File: src/rtl/autoaddr_pkg.sv
package autoaddr_pkg;
  // Number of data bytes that make up a command: opcode, then argument.
  localparam int CMD_BYTES = 2;
  localparam int SLOT_W    = (CMD_BYTES > 1) ? $clog2(CMD_BYTES) : 1;

  typedef enum logic {
    ST_UNADDR = 1'b0,
    ST_ADDRD  = 1'b1
  } addr_state_e;
endpackage

File: src/rtl/autoaddr_frame_track.sv
module autoaddr_frame_track
  import autoaddr_pkg::*;
#(
  parameter int             ID_W   = 6,
  parameter logic [ID_W-1:0] CMD_ID = 6'h3C
) (
  input  logic              clk,
  input  logic              rst_n,
  input  logic              hdr_valid,
  input  logic [ID_W-1:0]   hdr_id,
  input  logic              rx_valid,
  input  logic              rx_ready,
  output logic              take,
  output logic [SLOT_W-1:0] slot
);
  localparam logic [SLOT_W-1:0] LAST_SLOT = SLOT_W'(CMD_BYTES - 1);

  logic              armed_q;
  logic [SLOT_W-1:0] slot_q;

  // A header in the same cycle as a byte wins; the byte is dropped.
  assign take = armed_q && rx_valid && rx_ready && !hdr_valid;
  assign slot = slot_q;

  always_ff @(posedge clk or negedge rst_n) begin
    if (!rst_n) begin
      armed_q <= 1'b0;
      slot_q  <= '0;
    end else if (hdr_valid) begin
      armed_q <= (hdr_id == CMD_ID);
      slot_q  <= '0;
    end else if (take) begin
      if (slot_q == LAST_SLOT) begin
        armed_q <= 1'b0;
        slot_q  <= '0;
      end else begin
        slot_q <= slot_q + 1'b1;
      end
    end
  end
endmodule

File: src/rtl/autoaddr_cmd_latch.sv
module autoaddr_cmd_latch
  import autoaddr_pkg::*;
#(
  parameter int DATA_W = 8
) (
  input  logic                             clk,
  input  logic                             rst_n,
  input  logic                             take,
  input  logic [SLOT_W-1:0]                slot,
  input  logic [DATA_W-1:0]                rx_data,
  output logic [CMD_BYTES-1:0][DATA_W-1:0] cmd_bytes,
  output logic                             fire
);
  localparam logic [SLOT_W-1:0] LAST_SLOT = SLOT_W'(CMD_BYTES - 1);

  logic [CMD_BYTES-1:0][DATA_W-1:0] bytes_q;

  for (genvar i = 0; i < CMD_BYTES; i++) begin : g_byte
    always_ff @(posedge clk or negedge rst_n) begin
      if (!rst_n) begin
        bytes_q[i] <= '0;
      end else if (take && slot == SLOT_W'(i)) begin
        bytes_q[i] <= rx_data;
      end
    end
  end

  always_ff @(posedge clk or negedge rst_n) begin
    if (!rst_n) fire <= 1'b0;
    else        fire <= take && (slot == LAST_SLOT);
  end

  assign cmd_bytes = bytes_q;
endmodule

File: src/rtl/autoaddr_fsm.sv
module autoaddr_fsm
  import autoaddr_pkg::*;
#(
  parameter int               DATA_W    = 8,
  parameter int               ADDR_W    = 8,
  parameter logic [DATA_W-1:0] OP_ASSIGN = 8'h01,
  parameter logic [DATA_W-1:0] OP_CLEAR  = 8'h02
) (
  input  logic              clk,
  input  logic              rst_n,
  input  logic              fire,
  input  logic [DATA_W-1:0] opcode,
  input  logic [ADDR_W-1:0] arg,
  output logic [ADDR_W-1:0] node_addr,
  output logic              addressed,
  output logic              fwd_en,
  output logic              assign_ack
);
  addr_state_e       state_q, state_d;
  logic [ADDR_W-1:0] addr_q, addr_d;
  logic              fwd_q, fwd_d;
  logic              ack_d;

  always_comb begin
    state_d = state_q;
    addr_d  = addr_q;
    fwd_d   = fwd_q;
    ack_d   = 1'b0;
    if (fire) begin
      if (opcode == OP_ASSIGN && state_q == ST_UNADDR) begin
        state_d = ST_ADDRD;
        addr_d  = arg;
        fwd_d   = 1'b1;
        ack_d   = 1'b1;
      end else if (opcode == OP_CLEAR) begin
        state_d = ST_UNADDR;
        addr_d  = '0;
        fwd_d   = 1'b0;
      end
    end
  end

  always_ff @(posedge clk or negedge rst_n) begin
    if (!rst_n) begin
      state_q    <= ST_UNADDR;
      addr_q     <= '0;
      fwd_q      <= 1'b0;
      assign_ack <= 1'b0;
    end else begin
      state_q    <= state_d;
      addr_q     <= addr_d;
      fwd_q      <= fwd_d;
      assign_ack <= ack_d;
    end
  end

  assign node_addr = addr_q;
  assign addressed = (state_q == ST_ADDRD);
  assign fwd_en    = fwd_q;
endmodule

File: src/rtl/chain_autoaddr.sv
module chain_autoaddr
  import autoaddr_pkg::*;
#(
  parameter int               ID_W      = 6,
  parameter int               DATA_W    = 8,
  parameter int               ADDR_W    = 8,
  parameter logic [ID_W-1:0]  CMD_ID    = 6'h3C,
  parameter logic [DATA_W-1:0] OP_ASSIGN = 8'h01,
  parameter logic [DATA_W-1:0] OP_CLEAR  = 8'h02
) (
  input  logic              clk,
  input  logic              rst_n,
  input  logic              hdr_valid,
  input  logic [ID_W-1:0]   hdr_id,
  input  logic              rx_valid,
  input  logic [DATA_W-1:0] rx_data,
  output logic              rx_ready,
  output logic [ADDR_W-1:0] node_addr,
  output logic              addressed,
  output logic              fwd_en,
  output logic              assign_ack
);
  logic                             take;
  logic [SLOT_W-1:0]                slot;
  logic [CMD_BYTES-1:0][DATA_W-1:0] cmd_bytes;
  logic                             fire;

  // One-cycle back-pressure while a completed command is committed.
  assign rx_ready = !fire;

  autoaddr_frame_track #(.ID_W(ID_W), .CMD_ID(CMD_ID)) u_track (
    .clk(clk), .rst_n(rst_n), .hdr_valid(hdr_valid), .hdr_id(hdr_id),
    .rx_valid(rx_valid), .rx_ready(rx_ready), .take(take), .slot(slot)
  );

  autoaddr_cmd_latch #(.DATA_W(DATA_W)) u_latch (
    .clk(clk), .rst_n(rst_n), .take(take), .slot(slot), .rx_data(rx_data),
    .cmd_bytes(cmd_bytes), .fire(fire)
  );

  autoaddr_fsm #(
    .DATA_W(DATA_W), .ADDR_W(ADDR_W), .OP_ASSIGN(OP_ASSIGN), .OP_CLEAR(OP_CLEAR)
  ) u_fsm (
    .clk(clk), .rst_n(rst_n), .fire(fire), .opcode(cmd_bytes[0]),
    .arg(cmd_bytes[1][ADDR_W-1:0]), .node_addr(node_addr),
    .addressed(addressed), .fwd_en(fwd_en), .assign_ack(assign_ack)
  );
endmodule

File: config.mk
export PLATFORM = sky130hd
export DESIGN_NAME = chain_autoaddr
export DESIGN_NICKNAME = d
export VERILOG_FILES = /design/src/rtl/autoaddr_pkg.sv /design/src/rtl/autoaddr_frame_track.sv /design/src/rtl/autoaddr_cmd_latch.sv /design/src/rtl/autoaddr_fsm.sv /design/src/rtl/chain_autoaddr.sv
export SDC_FILE = /design/constraint.sdc
export NUM_CORES = 1
export LEC_CHECK = 0
export BUFFER_PORTS_ARGS = -buffer_cell sky130_fd_sc_hd__buf_2
export CORE_ASPECT_RATIO = 0.5
export CORE_UTILIZATION = 35
export DETAILED_ROUTE_END_ITERATION = 10
export GPL_ROUTABILITY_DRIVEN = 0
export PLACE_DENSITY = 0.65
export SETUP_SLACK_MARGIN = 0.15
export SLEW_MARGIN = 0
export SYNTH_ARGS = -nofsm -noshare
export SYNTH_HDL_FRONTEND = slang
export SYNTH_SLANG_ARGS = --single-unit
File: constraint.sdc
create_clock -name clk -period 1.58 [get_ports clk]
set_input_delay 0.079 -clock clk [delete_from_list [all_inputs] [get_ports clk]]
set_output_delay 0.079 -clock clk [all_outputs]
set_load 0.01 [all_outputs]
==> metrics list, run 1 <==
- Result of the run: finished with violations
- Failing checks: design-rule violations, negative setup slack
- Worst voltage drop across the vdd grid: between 0.0003 and 0.0004 V
- Clock transition at the registers of the reported paths: 60 ps
- Fraction of registers with async set/reset: 100%
- Final Net Count: around 140
* Clock root buffer: clkbuf_8
* Number of pins with negative max-slew slack in the final report: 0
- The number of global-route vias before repair is 798.
- Dividing the final minimum period by the clock period gives 101%.
- The critical path in this run is classified as reg2reg.
* Ordered list of cells on the worst path: or4_4 > a211o_4 > a22o_1
- Final ANT Viol Nets: 0
- Headroom to the max-slew limit: a little under three fifths
* Setup repair after global routing missed its margin: yes
* Maximum count of clock buffers along a single path: 2
- Global-route total usage across every layer: 14.6%
- Of all nets on the critical path, the largest fanout is 8.
* Number of rows in the core area: 14
* Startpoint class of the critical path: flop
- Reg2Reg Launch Point: u_latch.cmd_bytes[5]
* Die ar.: 0.00361 mm2
* Worst slack, placed: -14.8 ps
- Routed wire length on met3: 79 um
- Maximum clock skew at final layout: 5.44 ps
* Quantity of I/O buffers inserted on ports: 29
- Timing would allow up to ~0.62 GHz.
* Number of enable flip-flop cells after synthesis: 0
* Top-level port count: 30
* Synthesized instance count: a little under 80
* DRC errors left: 4
* Launch point of the worst hold path: rx_data[5]
* Area Growth Syn to Fin: 37.9%
- Height of the die: about 43 um
* Required time of the critical path: around 1700 ps
- Max-cap violations in this run came to 0.
- Once routing completed, OpenROAD measured the worst setup slack at -20.3 ps.
* Violation count after the first detailed-routing iteration: 38
* Synth Cell Area: 0.00117 mm2
- The detailed router used layers up to and including met4.
* Vias after detailed routing: 762
- # setup viols final: 7
- Met1 layer wirelength in the final routing: about 1100 um
- # clock sinks: 29
- After floorplanning, the core was sized to cover 0.00310 mm2.
- Synth Net Count: 95
* Min Hold Slack: 43.9 ps
* TritonCTS clock tree: built
* Number of standard cells in the layout, taps in and fillers out: around 160
* Kind of capture point of the worst setup path: flop
- Internal reg-to-reg setup slack: -20 ps
- The most used flip-flop cell after synthesis is dfrtp_1.
- Level count of the clock H-tree: 2
- Number of search-and-repair iterations in the first detailed-routing pass: 7
- Yosys cell types: 23
- Wire segments on met2 add up to 1050 um in the final route.
* Sequential-to-total area share from yosys stat: between 60% and 70%
- At the pin with the least slew margin, the transition time is 646 ps.
- In this run the power density over the cells is 956 mW/mm2.
* Diodes inserted: 0
- Initial standard-cell utilization of the core: 37.9%
- Post-detail-place hpwl: 1590 um
* Cts bufs inserted: 5
* Cell total after placement: 150
- In the routed layout, each cell is associated on average with a via count of 4.73.
- Together, buffers and inverters on the worst path number 0.
- The clock reaches the later pin of the worst-skew pair after about 270 ps.
- Width of the chip: 83.9 um
- Worst setup path startpoint: u_latch.cmd_bytes[5]
* Data arrival time of the critical path: 1760 ps
* Sum of overflow across all layers after global routing: 0
* Library cell contributing the largest single delay on the critical path: or4_4
- First-pass GRT wire length: around 3800 um
- Final critical-path required period: between 1500 and 2000 ps
* Avg Synthesized Cell Area: 15.3 um2
- The path class of the tightest hold or removal check is in2reg.
* Routed length per placed instance: roughly 14 um
- In this design, the largest share of critical-path delay is due to simple AND/OR/NAND/NOR gates.
- Commonest cells after routing, fill and taps aside: buf_2 (29), dfrtp_1 (29), mux2_4 (15)
- Fillers: 268
- Share of final-layout standard cells stronger than drive strength 1: 56.2%
* Sum of routed wire length over all layers: 2220 um
- #FFs+latches synth: 29
- The number of antenna violations at the first check in global routing was 0.
- Static leakage power: about 0.85 nW
- During synthesis, Yosys emitted a total of 0 warnings.
- Entering global routing, the biggest net connects 30 pins.
- Final hold violation count: 0
* Maximum cell stage delay along the critical path: 580 ps
cells by family (layout without fill, tap and decap cells):
family / after synthesis / count (layout) / share of synthesized area (%)
AO/OA/AOI/OAI: 12 / 12 / 8.95
XOR/XNOR: 1 / 1 / 0.746
buffers and inverters: 5 / 49 / 2.02
flip-flops: 29 / 29 / 61.8
multiplexers: 16 / 16 / 15.3
AND/OR/NAND/NOR: 14 / 14 / 11.2
report_power, final:
part / switching (W) / leakage [nW] / internal (W)
combinational: 0.0000519 / 0.399 / 0.0000618
sequential: 0.0000109 / 0.397 / 0.000763
clock: 0.000269 / 0.0542 / 0.000393
total: 0.000331 / 0.851 / 0.00122
synth_stat cells, types with 2 or more instances:
cell type,count,area [um2]
inv_1,2,7.51
a22o_1,8,70.1
mux2_1,10,113
o21ai_0,2,10.0
dfrtp_1,29,726
nor4b_1,2,17.5
or3b_1,3,26.3
mux2_2,6,67.6
metrics by stage:
stage | utilization, % | cell area, um2 | total power [W] | TNS [ps]
detailed placement | 46.7 | 1450 | 0.000889 | -57.0
CTS | 51.9 | 1610 | 0.00157 | -79.1
global route | 52.3 | 1620 | 0.00162 | -414
floorplan | - | 1210 | 0.000831 | 0
global placement | 46.7 | 1450 | 0.000884 | 0
finish | 52.3 | 1620 | 0.00155 | -67.0
final cells by class:
| class | instances | area (um2) | share of cell area, % |
|---|---|---|---|
| flip-flops and latches | 29 | 726 | 44.8 |
| well taps | 40 | 50.0 | 3.09 |
| multi-input cells | 43 | 493 | 30.4 |
| clock buffers | 7 | 96.3 | 5.95 |
| repair buffers | 38 | 239 | 14.7 |
| inverters | 3 | 11.3 | 0.695 |
| clock inverters | 1 | 5.00 | 0.309 |
sequential cells by signal, indices dropped and copies added, names as in the netlist:
register           count
u_fsm.node_addr        8
u_track.armed_q        1
u_latch.cmd_bytes     16
u_fsm.addressed        1
u_fsm.assign_ack       1
u_latch.fire           1
u_track.slot           1
path summary, 6_finish.rpt:
check | to | cells after the start
max in group asynchronous | u_track.armed_q | 2
min in group asynchronous | u_latch.fire | 2
min reg2reg | u_latch.cmd_bytes[5] | 1
max | u_fsm.node_addr[0] | 3
max reg2reg | u_fsm.node_addr[0] | 3
min | u_latch.cmd_bytes[5] | 2
metal layers:
layer	up-vias	GRT usage [%]
li1	368	-
met1	379	18.5
met2	13	22.5
met3	2	5.45
met4	0	6.90
met5	-	0
what timing repair did:
item / in CTS / in global routing
hold buffers: 1 / 0
gates resized for setup: 9 / 3
setup endpoints to repair: 26 / 26
pin swaps: 1 / 2
cloned: 0 / 0
buffers inserted: 2 / 0
hold endpoints to repair: 29 / 0
No activity file was read; power rests on OpenSTA's default activity.
==> run 2, diff against run 1 <==
--- a/config.mk
+++ b/config.mk
@@ -10,7 +10,7 @@
 export CORE_UTILIZATION = 35
 export DETAILED_ROUTE_END_ITERATION = 10
 export GPL_ROUTABILITY_DRIVEN = 0
-export PLACE_DENSITY = 0.65
+export PLACE_DENSITY = 0.7
 export SETUP_SLACK_MARGIN = 0.15
 export SLEW_MARGIN = 0
 export SYNTH_ARGS = -nofsm -noshare
==> run 2 against run 1 <==
  * The flow still finishes with violations (design-rule violations, negative setup slack)
  * Count of clock-buffer cells in the layout down 2
  * Total power up 16%
  * Critical path depth unchanged
  * Critical path type unchanged
  * Critical endpoint unchanged
  * Largest power group is now the clock network
==> metrics list, run 2 (synthesis results as in run 1) <==
- Library cell contributing the largest single delay on the critical path: or4_4 (unchanged)
- The half-perimeter wire length after detailed placement was 1640 um (was 1590 um).
- Maxcap violations: 0 (unchanged)
- The post-route clock period utilization was 103% (was 101%).
- Commonest cells after routing, fill and taps aside: buf_2 (29), dfrtp_1 (29), mux2_4 (15) (unchanged).
- Static leakage power: 0.872 nW (was 0.851 nW)
- The total of fill cells in the finished design came to 271 (was 268).
- Vias after detailed routing: 810 (was 762)
- Global-route total usage across every layer: 14.3% (was 14.6%)
- The signed area change from the synthesized netlist to the final layout came to 42.2% (was 37.9%).
* Initial standard-cell utilization of the core: 37.9% (unchanged)
- Average vias per placed instance: 4.97 (was 4.73)
- Sum of routed wire length over all layers: 2350 um (was 2220 um)
- The worst setup slack after layout was -42.6 ps (was -20.3 ps).
- The CTS tree is built (unchanged).
- Routed length per placed instance: 14.4 um (was 13.8 um)
- Actual slew at the worst max-slew pin: 632 ps (was 646 ps)
- Largest register FFs: 16 (unchanged)
- Failing checks: design-rule violations, negative setup slack (unchanged).
* Crit path max fanout: 8 (unchanged)
* Setup repair after global routing missed its margin: yes (unchanged)
* Met3 routing resource usage after global routing: 5.25% (was 5.45%)
* Final critical-path required period: 1620 ps (was 1600 ps)
- Level count of the clock H-tree: 2 (unchanged)
* Data arrival time of the critical path: 1790 ps (was 1760 ps)
- Height of the die: 43.0 um (unchanged)
- PnR Total Power: 0.00180 W (was 0.00155 W)
- The critical path launch point type is a flop (unchanged).
* CP bufs+invs: 0 (unchanged)
* # setup viols final: 9 (was 7)
- Share of final-layout standard cells stronger than drive strength 1: 57.7% (was 56.2%)
* Clock transition at the registers of the reported paths: 60 ps (about the same)
- The top-level I/O count came to 30 (unchanged).
* Cell family contributing the most delay on the critical path: simple AND/OR/NAND/NOR gates (unchanged)
- Sum of overflow across all layers after global routing: 0 (unchanged)
- The worst-skew pair later-pin latency was 280 ps (was 270 ps).
- Final Net Count: 140 (was 138)
* Number of antenna violations at the first check in global routing: 0 (unchanged)
- Core region area: 0.00310 mm2 (unchanged)
- Die ar.: 0.00361 mm2 (unchanged)
- The number of global-route vias before repair is 797 (was 798).
* Required time of the critical path: 1750 ps (was 1740 ps)
- Number of rows in the core area: 14 (unchanged)
- The largest net degree at the start of global routing came to 30 (unchanged).
- Hold/Removal Path Class: in2reg (unchanged)
* Width of the chip: 83.9 um (unchanged)
* Number of pins with negative max-slew slack in the final report: 0 (unchanged)
* Number of search-and-repair iterations in the first detailed-routing pass: 7 (unchanged)
- The delay of the slowest cell on the worst path is 580 ps (about the same).
* Maximum clock skew at final layout: 7.17 ps (was 5.44 ps)
* Final hold violation count: 0 (unchanged)
* Worst voltage drop across the vdd grid: 0.000400 V (was 0.000304 V)
* Kind of capture point of the worst setup path: flop (unchanged)
* First-pass GRT wire length: 3760 um (was 3840 um)
- Final ANT Viol Nets: 0 (unchanged)
- The first-iteration detailed-routing DRC count was 31 (was 38).
- Diodes inserted: 0 (unchanged)
* Quantity of I/O buffers inserted on ports: 29 (unchanged)
- Most congested layer reported by global routing: met2 (unchanged)
- Reg area: 726 um2 (unchanged)
- The count of clock tree sinks came to 29 (unchanged).
* Area of the multi-input gates: 499 um2 (was 493 um2)
* P per Cell Area: 1080 mW/mm2 (was 956 mW/mm2)
- Clock root buffer: clkbuf_8 (unchanged)
- Maximum operating frequency: 0.616 GHz (was 0.625 GHz)
- Met1 Use GR: 17.4% (was 18.5%)
* Met2 Resource Use GR: 23.3% (was 22.5%)
- The number of buffers created by CTS is 5 (unchanged).
* Result of the run: finished with violations (unchanged)
- The number of buffers on the longest clock path was 2 (unchanged).
- The final cell utilization of the core came to 53.9% (was 52.3%).
- Type of the worst setup path: reg2reg (unchanged)
- DRC errors left: 2 (was 4)
- Headroom to the max-slew limit: 57.9% (was 56.9%)
- Ordered list of cells on the worst path: or4_4 > a211o_4 > a22o_1 (unchanged).
## run 2: repair_timing
| action | in CTS | in global routing |
|---|---|---|
| hold buffers | 1 | 0 |
| gates resized for setup | 4 | 8 |
| setup buffers | 0 | 2 |
| cloned | 0 | 0 |
| endpoints found under the setup margin | 23 | 26 |
| pin swaps | 0 | 2 |
| endpoints found under the hold margin | 29 | 0 |
## run 2: layout make-up
cell class,instances,area share (%)
clock buffer,5,4.12
clock inverter,3,3.90
inverter,3,0.674
multi-input combinational,43,29.9
sequential,29,43.4
tap,40,3.00
timing repair buffer,40,15.0
## run 2: final timing paths
path	slack [ps]	cells past startpoint	end	start
setup / recovery	-40	3	u_fsm.node_addr[0]	u_latch.cmd_bytes[5]
hold / removal	40	2	u_latch.cmd_bytes[5]	rx_data[5]
setup reg to reg	-40	3	u_fsm.node_addr[0]	u_latch.cmd_bytes[5]
hold reg to reg	500	1	u_fsm.node_addr[1]	u_fsm.node_addr[1]
max in group asynchronous	800	2	u_latch.cmd_bytes[3]	rst_n
min in group asynchronous	360	2	u_latch.cmd_bytes[13]	rst_n
## run 2: power by group
part / total (W) / switching, W / internal, W
logic: 0.000123 / 0.0000547 / 0.0000682
clock network: 0.000903 / 0.000277 / 0.000626
registers: 0.000777 / 0.0000140 / 0.000763
## run 2: per-layer routing
metal	routed length (um)	vias to the layer above
li1	-	375
met4	11	0
met5	0	-
met1	1030	409
met2	1170	24
met3	137	2
## run 2: per-stage QoR
step | worst slack (ps) | area, um2 | instances | hold WS, ps | setup TNS [ps]
after floorplan | 56.2 | 1210 | 77 | -217 | 0
after global placement | 23.3 | 1460 | 152 | 131 | 0
after detailed placement | -26.3 | 1460 | 152 | 138 | -122
after CTS | -39.8 | 1620 | 161 | 34.0 | -221
after global routing | -57.4 | 1670 | 163 | 37.0 | -448
final | -42.6 | 1670 | 163 | 40.7 | -258
